### config.mk
export PLATFORM = sky130hd
export DESIGN_NAME = onew_rom_layer
export DESIGN_NICKNAME = d
export VERILOG_FILES = /design/src/rtl/onew_rom_pkg.sv /design/src/rtl/onew_rom_cmd_shift.sv /design/src/rtl/onew_rom_id_ptr.sv /design/src/rtl/onew_rom_layer.sv
export SDC_FILE = /design/constraint.sdc
export NUM_CORES = 1
export LEC_CHECK = 0
export BUFFER_PORTS_ARGS = -buffer_cell sky130_fd_sc_hd__buf_2
export CAP_MARGIN = 20
export CORE_UTILIZATION = 65
export DETAILED_ROUTE_END_ITERATION = 10
export PLACE_DENSITY = 0.9
export SYNTH_ARGS = -nofsm -noshare
export SYNTH_HDL_FRONTEND = slang
export SYNTH_HIERARCHICAL = 1
export SYNTH_SLANG_ARGS = --single-unit
export TNS_END_PERCENT = 20
### constraint.sdc
create_clock -name clk -period 5.3 [get_ports clk]
set_input_delay 0.795 -clock clk [delete_from_list [all_inputs] [get_ports clk]]
set_output_delay 0.795 -clock clk [all_outputs]
set_load 0.02 [all_outputs]
### src/rtl/onew_rom_pkg.sv
// Package: shared state encodings, command codes and identity construction
// for the single-wire network command stage.
// Assumes: identity is 64 bits, command bytes are 8 bits, data LSB first.
package onew_rom_pkg;

    localparam int ID_W  = 64;
    localparam int CMD_W = 8;

    localparam logic [CMD_W-1:0] OP_READ   = 8'h33;
    localparam logic [CMD_W-1:0] OP_MATCH  = 8'h55;
    localparam logic [CMD_W-1:0] OP_SEARCH = 8'hF0;
    localparam logic [CMD_W-1:0] OP_SKIP   = 8'hCC;
    localparam logic [CMD_W-1:0] OP_RESUME = 8'hA5;
    localparam logic [CMD_W-1:0] OP_OD_SKP = 8'h3C;
    localparam logic [CMD_W-1:0] OP_OD_MAT = 8'h69;

    typedef enum logic [2:0] {
        ST_WAIT,    // after rst_n, before the first bus reset
        ST_CMD,     // collecting the command byte
        ST_READ,    // streaming the identity out
        ST_MATCH,   // comparing the identity in
        ST_SEARCH,  // bitwise arbitration
        ST_SEL,     // addressed, memory layer owns the bus
        ST_DROP     // silent until the next bus reset
    } net_state_t;

    typedef enum logic [1:0] {
        PH_TRUE,    // send identity bit
        PH_CMPL,    // send its complement
        PH_DIR      // read master's direction bit
    } srch_ph_t;

    // Reflected CRC-8 (x^8+x^5+x^4+1), zero start, bit 0 first.
    function automatic logic [7:0] net_crc8(input logic [ID_W-9:0] d);
        logic [7:0] c;
        logic       fb;
        c = '0;
        for (int i = 0; i < ID_W - 8; i++) begin
            fb = c[0] ^ d[i];
            c  = c >> 1;
            if (fb) c = c ^ 8'h8C;
        end
        return c;
    endfunction

    // Identity word: CRC on top, serial in the middle, family at the bottom.
    function automatic logic [ID_W-1:0] net_make_id(input logic [7:0]  fam,
                                                    input logic [47:0] ser);
        logic [ID_W-9:0] body;
        body = {ser, fam};
        return {net_crc8(body), body};
    endfunction

endpackage

### src/rtl/onew_rom_cmd_shift.sv
// Module: command byte collector.
// Shifts received slot bits in LSB first and flags the slot that completes
// a byte. The completed byte is offered combinationally in that same cycle.
// Assumes: clear has priority over shift_en.
module onew_rom_cmd_shift #(
    parameter int W = 8
) (
    input  logic         clk,
    input  logic         rst_n,
    input  logic         clear,
    input  logic         shift_en,
    input  logic         rx_bit,
    output logic [W-1:0] byte_full,
    output logic         byte_done
);
    localparam int CW = (W > 1) ? $clog2(W) : 1;

    logic [W-1:0]  sr_q;
    logic [CW-1:0] cnt_q;

    // Newest bit enters at the top, so the first bit ends at bit 0.
    assign byte_full = {rx_bit, sr_q[W-1:1]};
    assign byte_done = shift_en && (cnt_q == CW'(W - 1));

    // Shift register and bit counter update.
    always_ff @(posedge clk) begin
        if (!rst_n || clear) begin
            sr_q  <= '0;
            cnt_q <= '0;
        end else if (shift_en) begin
            sr_q  <= byte_full;
            cnt_q <= byte_done ? '0 : cnt_q + 1'b1;
        end
    end
endmodule

### src/rtl/onew_rom_id_ptr.sv
// Module: identity bit pointer.
// Presents the identity bit at the current index, starting from bit 0, and
// flags the last index. Read, match and search all share this pointer.
// Assumes: ID_W is a power of two, so advancing past the end wraps to zero.
module onew_rom_id_ptr #(
    parameter int              ID_W   = 64,
    parameter logic [ID_W-1:0] ID_VAL = '0
) (
    input  logic clk,
    input  logic rst_n,
    input  logic clear,
    input  logic advance,
    output logic id_bit,
    output logic id_last
);
    localparam int IW = $clog2(ID_W);

    logic [IW-1:0] idx_q;

    assign id_bit  = ID_VAL[idx_q];
    assign id_last = (idx_q == IW'(ID_W - 1));

    // Index register, restarted at every bus reset.
    always_ff @(posedge clk) begin
        if (!rst_n || clear) idx_q <= '0;
        else if (advance)    idx_q <= idx_q + 1'b1;
    end
endmodule

### src/rtl/onew_rom_layer.sv
// Module: network (ROM) command stage of a single-wire slave.
// Decodes the command byte that follows each bus reset and runs read, match,
// search, skip, resume, overdrive-skip or overdrive-match against a fixed
// 64-bit identity. It keeps the resume and overdrive flags.
// Assumes: a bit engine pulses slot_valid once per slot, samples tx_* before
// the slot, and reports resets with bus_reset (priority over slot_valid).
module onew_rom_layer
    import onew_rom_pkg::*;
#(
    parameter logic [7:0]  FAMILY = 8'h2D,
    parameter logic [47:0] SERIAL = 48'h0000_5E1A_93C7
) (
    input  logic clk,
    input  logic rst_n,
    input  logic bus_reset,
    input  logic reset_std,
    input  logic slot_valid,
    input  logic slot_rx,
    output logic tx_active,
    output logic tx_bit,
    output logic od_speed,
    output logic selected
);
    localparam logic [ID_W-1:0] ID_VAL = net_make_id(FAMILY, SERIAL);

    net_state_t       st_q;
    srch_ph_t         ph_q;
    logic             rc_q;
    logic             od_q;
    logic             odm_q;
    logic [CMD_W-1:0] cmd_full;
    logic             cmd_done;
    logic             id_bit;
    logic             id_last;
    logic             slot_go;
    logic             ptr_adv;

    assign slot_go = slot_valid && !bus_reset;
    assign ptr_adv = slot_go && ((st_q == ST_READ) || (st_q == ST_MATCH) ||
                                 (st_q == ST_SEARCH && ph_q == PH_DIR));

    onew_rom_cmd_shift #(.W(CMD_W)) cmd_i (
        .clk       (clk),
        .rst_n     (rst_n),
        .clear     (bus_reset),
        .shift_en  (slot_go && st_q == ST_CMD),
        .rx_bit    (slot_rx),
        .byte_full (cmd_full),
        .byte_done (cmd_done)
    );

    onew_rom_id_ptr #(.ID_W(ID_W), .ID_VAL(ID_VAL)) ptr_i (
        .clk     (clk),
        .rst_n   (rst_n),
        .clear   (bus_reset),
        .advance (ptr_adv),
        .id_bit  (id_bit),
        .id_last (id_last)
    );

    // Command stage state, search phase and the two flags.
    always_ff @(posedge clk) begin
        if (!rst_n) begin
            st_q  <= ST_WAIT;
            ph_q  <= PH_TRUE;
            rc_q  <= 1'b0;
            od_q  <= 1'b0;
            odm_q <= 1'b0;
        end else if (bus_reset) begin
            st_q  <= ST_CMD;
            ph_q  <= PH_TRUE;
            odm_q <= 1'b0;
            if (reset_std) od_q <= 1'b0;
        end else if (slot_valid) begin
            unique case (st_q)
                ST_CMD: if (cmd_done) begin
                    unique case (cmd_full)
                        OP_READ:   st_q <= ST_READ;
                        OP_MATCH:  st_q <= ST_MATCH;
                        OP_SEARCH: st_q <= ST_SEARCH;
                        OP_SKIP: begin
                            st_q <= ST_SEL;
                            rc_q <= 1'b0;
                        end
                        OP_RESUME: st_q <= rc_q ? ST_SEL : ST_DROP;
                        OP_OD_SKP: begin
                            st_q <= ST_SEL;
                            rc_q <= 1'b0;
                            od_q <= 1'b1;
                        end
                        OP_OD_MAT: begin
                            st_q  <= ST_MATCH;
                            od_q  <= 1'b1;
                            odm_q <= 1'b1;
                        end
                        default:   st_q <= ST_DROP;
                    endcase
                end
                ST_READ: if (id_last) begin
                    st_q <= ST_SEL;
                    rc_q <= 1'b1;
                end
                ST_MATCH: begin
                    if (slot_rx != id_bit) begin
                        st_q <= ST_DROP;
                        rc_q <= 1'b0;
                        if (odm_q) od_q <= 1'b0;
                    end else if (id_last) begin
                        st_q <= ST_SEL;
                        rc_q <= 1'b1;
                    end
                end
                ST_SEARCH: begin
                    unique case (ph_q)
                        PH_TRUE: ph_q <= PH_CMPL;
                        PH_CMPL: ph_q <= PH_DIR;
                        default: begin
                            ph_q <= PH_TRUE;
                            if (slot_rx != id_bit) begin
                                st_q <= ST_DROP;
                                rc_q <= 1'b0;
                            end else if (id_last) begin
                                st_q <= ST_SEL;
                                rc_q <= 1'b1;
                            end
                        end
                    endcase
                end
                default: ;
            endcase
        end
    end

    // Slave-transmit slots: the read stream and the first two search phases.
    always_comb begin
        tx_active = (st_q == ST_READ) ||
                    (st_q == ST_SEARCH && ph_q != PH_DIR);
        tx_bit    = tx_active ? (id_bit ^ (st_q == ST_SEARCH && ph_q == PH_CMPL))
                              : 1'b1;
    end

    assign od_speed = od_q;
    assign selected = (st_q == ST_SEL);
endmodule

Word level (Yosys, flattened, before mapping). Memories as Yosys holds them, arrays and structs flattened. A register that Yosys moved wholly into a read port is not among the register bits. Index checks and enable logic that the tools add are counted.

Flip-flop bits (word level): 25. Memory bits (read-only): 64. Logic and storage cells: 101. Memories: 1.

Bitwise logic cells: 3. Add/subtract/negate cells: 2. Order comparisons: 1. Multiplexer cells: 29. Reduce and logical (&&, ||, !) cells: 29. Equality and inequality tests: 27.

Memory list: (no name shown) (words 64, bits a word 1, rd ports 1, clocked after Yosys merged registers in 1, write ports 0, line onew_rom_id_ptr.sv:20) `assign id_bit = ID_VAL[idx_q];`.

Operators with widths (count): == test 8 bit, second input constant (3); == test 8 x 6 -> 1 bit, second input constant (2); == test 8 x 7 -> 1 bit, second input constant (2); 2-to-1 mux 1 bit (16); 2-to-1 mux 3 bit (5); case mux 3 bit (5 select lines) (1); 2-to-1 mux 6 bit (2); case mux 3 bit (4 select lines) (1); AND reduction 4 bit (3); OR reduction 2 bit (5); == test 3 bit, second input constant (3); != test 3 bit, second input constant (3); logical AND 1 bit (7); < comparator 6 x 7 -> 1 bit, second input constant (1); AND reduction 7 bit (1); adder 6 x 1 -> 6 bit, second input constant (1); == test 3 x 2 -> 1 bit, second input constant (2); == test 6 bit, second input constant (1); != test 2 bit, second input constant (3); != test 3 x 2 -> 1 bit, second input constant (2); AND reduction 6 bit (1); nonzero test 5 bit (1); logical OR 1 bit (4); != test 2 x 1 -> 1 bit, second input constant (2); 17 further kinds (19).

Logic depth before layout (Yosys ltp). Gate-level depths: netlist of run 1.

Word-level depth: 8. Gate-level depth with buffers: 14. Depth with buffers taken out: 12.

By module. The synthesis of run 1 kept the hierarchy.

By module, submodules not included: onew_rom_layer (cells each 102, area each 774.5 sq um, times used 1); onew_rom_id_ptr (cells each 83, area each 678.2 sq um, times used 1); onew_rom_cmd_shift (cells each 40, area each 410.4 sq um, times used 1).

Least setup slack after synthesis of run 1. Ideal clock, no wire load.

Kind: register to register. Start: reg st_q[2]. End: reg ptr_i/id_bit (netlist name). Period minus slack after synthesis: 2920 ps. Library setup time: 129 ps. Path slack: 2380 ps. Required time: 5171 ps. Stages on the path, launching flop included: 15. Arrival: 2792 ps. Path through: dfxtp_1 -> buf_6 -> or3b_4 -> or3_1 -> a21oi_1 -> buf_4 -> xnor2_1 -> nor2_1 -> inv_1 -> ha_1 -> nand2_1 -> nor4bb_1 -> a211oi_1 -> o221ai_1 -> o22ai_1.

RTL lines: start, declared (line onew_rom_layer.sv:26) `net_state_t st_q;`; start signal, assigned (line onew_rom_layer.sv:85) `OP_RESUME: st_q <= rc_q ? ST_SEL : ST_DROP;`.

==> run_results.csv, run 1 <==
group,metric,value,unit
clock_network,clk_path_buf_depth,2,
timing,worst_slew_pin_slew,1.01,ns
job,maxCapViolCount,0,
clock_network,clk_pin_slew,0.15,ns
global_route,grt_use_total,0.248,
clock_network,clkLatencyLatePin,0.33,ns
routing,drt_iter0_drc,84,
synth,async_reset_ff_frac,0,
synth,synth.distinct_cells,60,
worst_setup_path,critical_path_required,5.57,ns
routing,drtPass1Iterations,4,
floorplan,std_cell_rows,19,
synth,syn_inst,225,
synth,netlist_area,1860,µm²
placement,dpl_cell_area,1880,µm²
worst_setup_path,endpoint_kind,"register",
placement,gp_congestion,0.931,
clock_network,cts_resized,0,
clock_network,cts_tree,"yes",
routing,final_antenna_net_count,0,
clock_network,numCtsBuffers,3,
synth,yosys_warnings,6,
worst_setup_path,crit_path_start_kind,"register",
synth,synth_edf_count,0,
routing,wl_met1,1.80,mm
worst_setup_path,worst-path-max-fanout,13,
timing,final-setup-viol-count,0,
clock_network,htree_num_levels,1,
timing,setup_tns,0,ns
clock_network,cts_root_buf,"clkbuf_4",
clock_network,holdBufCountCts,0,
global_route,grt_pass1_vias,1508,
placement,dp_hpwl,2.72,mm
clock_network,cts_num_sinks,25,
worst_setup_path,rrSetupSlack,1.51,ns
timing,fmaxAchievable,0.264,GHz
synth,postSynthAreaPerCell,8.28,µm²
worst_setup_path,r2r_cells,12,
power_and_ir_drop,p_per_area,157,nW/µm²
global_route,grt_max_degree,16,
routing,highest_layer,"met4",
placement,port_buffers,9,
run_status,status,"finished clean",
timing,clock_skew,0.0100,ns
floorplan,die-area,3080,µm²
timing,relSlewSlack,0.325,
worst_hold_path,hold_class,"register to register",
routing,drc,0,
global_route,grt_pass1_wl,6.24,mm
global_route,grt.overflow.total,0,
clock_network,postCtsSetupBuffers,0,
timing,hold_violations,0,
placement,dpl_worst_slack,1.61,ns
synth,synth-seq-cells,25,
global_route,antenna_found_initial,0,
timing,whs,0.486,ns
timing,period_share,0.715,
final_layout,areaGrowthSynthToFinish,2.42,%
routing,via_count,1656,
timing,fin_ws,1.51,ns
floorplan,start_util,0.681,
routing,wl_met2,1.74,mm
final_layout,fin_area,1910,µm²
routing,wl_per_cell,14.5,µm
timing,rsz0062_at_grt,"false",
power_and_ir_drop,p_leak,0.686,nW
routing,dr_wl_met3,105,µm
final_layout,fillerInstances,225,
synth,synth.net_count,238,
final_layout,num_antenna_cells,0,
floorplan,die_x,55.5,µm
synth,dominantRegCellSynth,"dfxtp_1",
synth,yosysSeqAreaShare,0.269,
final_layout,fin_util,0.698,
final_layout,fin_nets,240,
routing,vias_per_cell,6.44,
timing,final_max_slew_viol_count,0,
worst_setup_path,critPathKind,"register to register",
floorplan,dieHeight,55.5,µm
power_and_ir_drop,irDropWorstVdd,114,µV
final_layout,layout-drive-gt1-share,0.133,
floorplan,core,2730,µm²
floorplan,ios,10,
worst_setup_path,arrival,4.05,ns
worst_hold_path,hold_depth,2,
timing,post-route-min-period,3.79,ns
routing,wirelength,3.73,mm
through the flow:
step	cells	power, mW
final	257	0.300
after global routing	257	0.311
after CTS	257	0.303
after detailed placement	253	0.212
after global placement	253	0.212
after floorplan	225	0.206
where the power goes:
group	internal [mW]	switching, mW	leakage [nW]
combinational	0.00652	0.0115	0.471
clock	0.0289	0.0625	0.0139
sequential	0.189	0.00170	0.202
worst max-delay path, cell delays in order, from the launching register on:
cell and delay (ns):
dfxtp_1 0.52, or3b_4 0.45, or3_1 0.32, a21oi_1 0.81
mux2_2 0.43, and2_1 0.21, inv_2 0.07, ha_1 0.19
nand2_1 0.08, nor4bb_1 0.16, a211oi_1 0.21, o221ai_1 0.15
o22ai_1 0.12
cell type report:
| type | count | area, µm² | area share |
|---|---|---|---|
| clock inverters | 1 | 7.51 | 0.00393 |
| well taps | 31 | 38.8 | 0.0203 |
| inverters | 9 | 33.8 | 0.0177 |
| flip-flops and latches | 25 | 500 | 0.262 |
| multi-input cells | 178 | 1250 | 0.656 |
| repair buffers | 10 | 52.6 | 0.0275 |
| clock buffers | 3 | 22.5 | 0.0118 |
cells in the final DEF, fill, tap and decap left out, drive strengths merged, types with 7 or more instances in the layout:
master	count
buf	10
ha	7
nor3	7
nor2	22
nand2b	11
nand2	10
a21oi	17
o21ai	11
dfxtp	25
mux2i	10
inv	9
metal layers:
metal  vias up  GRT usage
li1        825          -
met1       777      0.310
met2        44      0.425
met3        10     0.0281
met4         0      0.114
met5         -          0
synthesized netlist by cell type (all sizes together) (5+ instances only):
| library cell | count | share of area |
|---|---|---|
| nor2b | 5 | 0.017 |
| nor2 | 22 | 0.044 |
| buf | 8 | 0.030 |
| a21oi | 17 | 0.048 |
| a31oi | 5 | 0.017 |
| inv | 9 | 0.018 |
| ha | 7 | 0.047 |
| nor3 | 7 | 0.019 |
| clkbuf | 5 | 0.011 |
| nand3b | 5 | 0.020 |
| dfxtp | 25 | 0.27 |
| mux2i | 10 | 0.056 |
| nand2b | 11 | 0.037 |
| o21ai | 11 | 0.030 |
| nand2 | 10 | 0.020 |
worst paths after layout:
check	from	endpoint
hold reg to reg	cmd_i/cnt_q[2]	cmd_i/cnt_q[2]
hold / removal	cmd_i/cnt_q[2]	cmd_i/cnt_q[2]
setup / recovery	st_q[2]	ptr_i/id_bit
setup reg to reg	st_q[2]	ptr_i/id_bit
state kept, by name, summed over array words and instances (netlist names):
signal and count:
cmd_i/cnt_q 3, cmd_i/sr_q 7, od_speed 1, odm_q 1
ph_q 2, ptr_i/id_bit 1, ptr_i/idx_q 6, rc_q 1
st_q 3
cells by family (layout without fill, tap and decap cells):
logic type	Yosys count	in the layout	synth area share
buffers and inverters	22	23	0.0591
DFF	25	25	0.269
xor gates and xnor gates	6	6	0.0282
AOI/OAI and AO/OA	62	62	0.227
adders and majority gates	7	7	0.0470
and+or+nand+nor	91	91	0.302
muxes	12	12	0.0678
Note: power is estimated with default switching activity, not from simulation.
==> inputs of run 2 (changes only) <==
--- a/config.mk
+++ b/config.mk
@@ -7,9 +7,9 @@
 export LEC_CHECK = 0
 export BUFFER_PORTS_ARGS = -buffer_cell sky130_fd_sc_hd__buf_2
 export CAP_MARGIN = 20
-export CORE_UTILIZATION = 65
+export CORE_UTILIZATION = 55
 export DETAILED_ROUTE_END_ITERATION = 10
-export PLACE_DENSITY = 0.9
+export PLACE_DENSITY = 0.82
 export SYNTH_ARGS = -nofsm -noshare
 export SYNTH_HDL_FRONTEND = slang
 export SYNTH_HIERARCHICAL = 1
==> constraint.sdc (replaced) <==
create_clock -name clk -period 3.1 [get_ports clk]
set_input_delay 0.465 -clock clk [delete_from_list [all_inputs] [get_ports clk]]
set_output_delay 0.465 -clock clk [all_outputs]
set_load 0.02 [all_outputs]
==> run 2 against run 1 <==
Via count grew 3.6%. Register-to-register slack got worse by 1.4 ns. Non-clock buffer count rose by 10. Clock skew fell by 0.00056 ns. Largest cell class unchanged. Largest power group unchanged. Highest routed layer unchanged.
==> run_results.csv, run 2 (synthesized netlist as in run 1, its figures left out) <==
group,metric,value,unit
clock_network,cts_tree,"yes",
timing,clock_skew,0.00948,ns
routing,via_count,1715,
worst_hold_path,hold_class,"input pin to register",
global_route,grt.overflow.total,0,
clock_network,cts_num_sinks,25,
worst_setup_path,timing.rr.end,"ptr_i/id_bit",
routing,drtPass1Iterations,4,
worst_setup_path,endpoint_kind,"register",
global_route,antenna_found_initial,0,
final_layout,final_common_cell,"dfxtp_1",
power_and_ir_drop,irDropWorstVdd,130,µV
global_route,grt_pass1_vias,1471,
timing,relSlewSlack,0.714,
final_layout,areaGrowthSynthToFinish,8.40,%
timing,post-route-min-period,2.96,ns
final_layout,fin_nets,250,
floorplan,die-area,3620,µm²
worst_setup_path,rr_startpoint,"st_q[0]",
floorplan,std_cell_rows,20,
timing,hold_violations,0,
final_layout,final_cell_mix,"dfxtp_1 (25), nor2_1 (21), a21oi_1 (15)",
placement,dp_hpwl,2.90,mm
worst_setup_path,crit_path_start_kind,"register",
clock_network,clkLatencyLatePin,0.32,ns
placement,port_buffers,9,
timing,final-setup-viol-count,0,
power_and_ir_drop,p_per_area,253,nW/µm²
global_route,grt_use_total,0.234,
timing,setup_tns,0,ns
routing,final_antenna_net_count,0,
floorplan,core,3130,µm²
placement,dpl_cell_area,1950,µm²
floorplan,start_util,0.596,
global_route,grt_max_degree,16,
routing,drt_iter0_drc,93,
worst_setup_path,critPathKind,"register to register",
final_layout,fillerInstances,276,
clock_network,numCtsBuffers,3,
timing,worst_slew_pin_slew,0.429,ns
final_layout,largest_register,"cmd_i/sr_q",
worst_setup_path,setup.worst_path.start,"st_q[0]",
final_layout,num_antenna_cells,0,
clock_network,cts_root_buf,"clkbuf_4",
routing,wirelength,3.93,mm
routing,drc,0,
run_status,status,"finished clean",
final_layout,fin_util,0.646,
timing,whs,0.417,ns
worst_setup_path,endpoint,"ptr_i/id_bit",
job,maxCapViolCount,0,
worst_setup_path,critical_path_required,3.31,ns
worst_setup_path,worst-path-max-fanout,10,
worst_setup_path,arrival,3.17,ns
timing,fmaxAchievable,0.338,GHz
timing,fin_ws,0.140,ns
final_layout,layout-drive-gt1-share,0.182,
placement,gp_congestion,0.860,
clock_network,clk_path_buf_depth,2,
global_route,grt_pass1_wl,6.43,mm
floorplan,ios,10,
power_and_ir_drop,p_leak,0.738,nW
timing,period_share,0.955,
routing,vias_per_cell,6.13,
clock_network,holdBufCountCts,0,
timing,final_max_slew_viol_count,0,
floorplan,die_x,60.2,µm
clock_network,htree_num_levels,1,
worst_setup_path,r2r_cells,13,
worst_setup_path,rrSetupSlack,0.14,ns
final_layout,fin_area,2020,µm²
floorplan,dieHeight,60.2,µm
final_layout,reg_top3,"cmd_i/sr_q x7, ptr_i/idx_q x6",
routing,wl_per_cell,14.0,µm
final_layout,largest_reg_flops,7,
clock_network,clk_pin_slew,0.14,ns
placement,dpl_worst_slack,0.0599,ns
==> run 2: layout make-up <==
class | instances | area [µm²] | area share
multi-input cells | 178 | 1270 | 0.630
flip-flops and latches | 25 | 500 | 0.248
inverters | 9 | 33.8 | 0.0167
clock buffers | 3 | 22.5 | 0.0112
repair buffers | 20 | 128 | 0.0632
clock inverters | 1 | 7.51 | 0.00372
well taps | 44 | 55.1 | 0.0273
==> run 2: repair_timing <==
| item | in CTS | in global routing |
|---|---|---|
| resized for setup | 0 | 5 |
| endpoints found under the setup margin | 0 | 1 |
| buffers inserted | 0 | 2 |
==> run 2: worst min-delay path by stage <==
stage                         from  cells past startpoint             end  slack [ns]
finish                   reset_std                      4        od_speed        0.42
floorplan                    odm_q                      2           odm_q        0.44
global placement    cmd_i/cnt_q[2]                      2  cmd_i/cnt_q[2]        0.46
detailed placement        od_speed                      2        od_speed        0.46
CTS                      reset_std                      4        od_speed        0.41
global route             reset_std                      4        od_speed        0.42
==> run 2: report_power, final <==
part / switching [mW] / internal, mW
combinational: 0.0235 / 0.0139
sequential: 0.000854 / 0.323
clock: 0.101 / 0.0492
==> run 2: routing by layer <==
layer,track usage,up-vias,wire length (µm)
li1,-,852,-
met5,0,-,0
met3,0.0303,8,113
met4,0.116,0,77
met1,0.294,809,1790
met2,0.389,46,1950
==> run 2: critical path, cell delays in order (launching register included) <==
cell and delay [ns]:
dfxtp_1 0.34, or3b_4 0.42, or3_1 0.37, a21oi_4 0.18, buf_4 0.19, xnor2_1 0.11, nor2_2 0.22, inv_1 0.07
ha_2 0.21, nand2_1 0.08, nor4bb_1 0.30, a211oi_1 0.07, o221ai_1 0.19, o22ai_1 0.10
==> run 2: stage by stage <==
step	power, mW	cells
detailed placement	0.367	274
CTS	0.517	278
floorplan	0.353	225
global placement	0.366	274
global route	0.534	280
finish	0.511	280
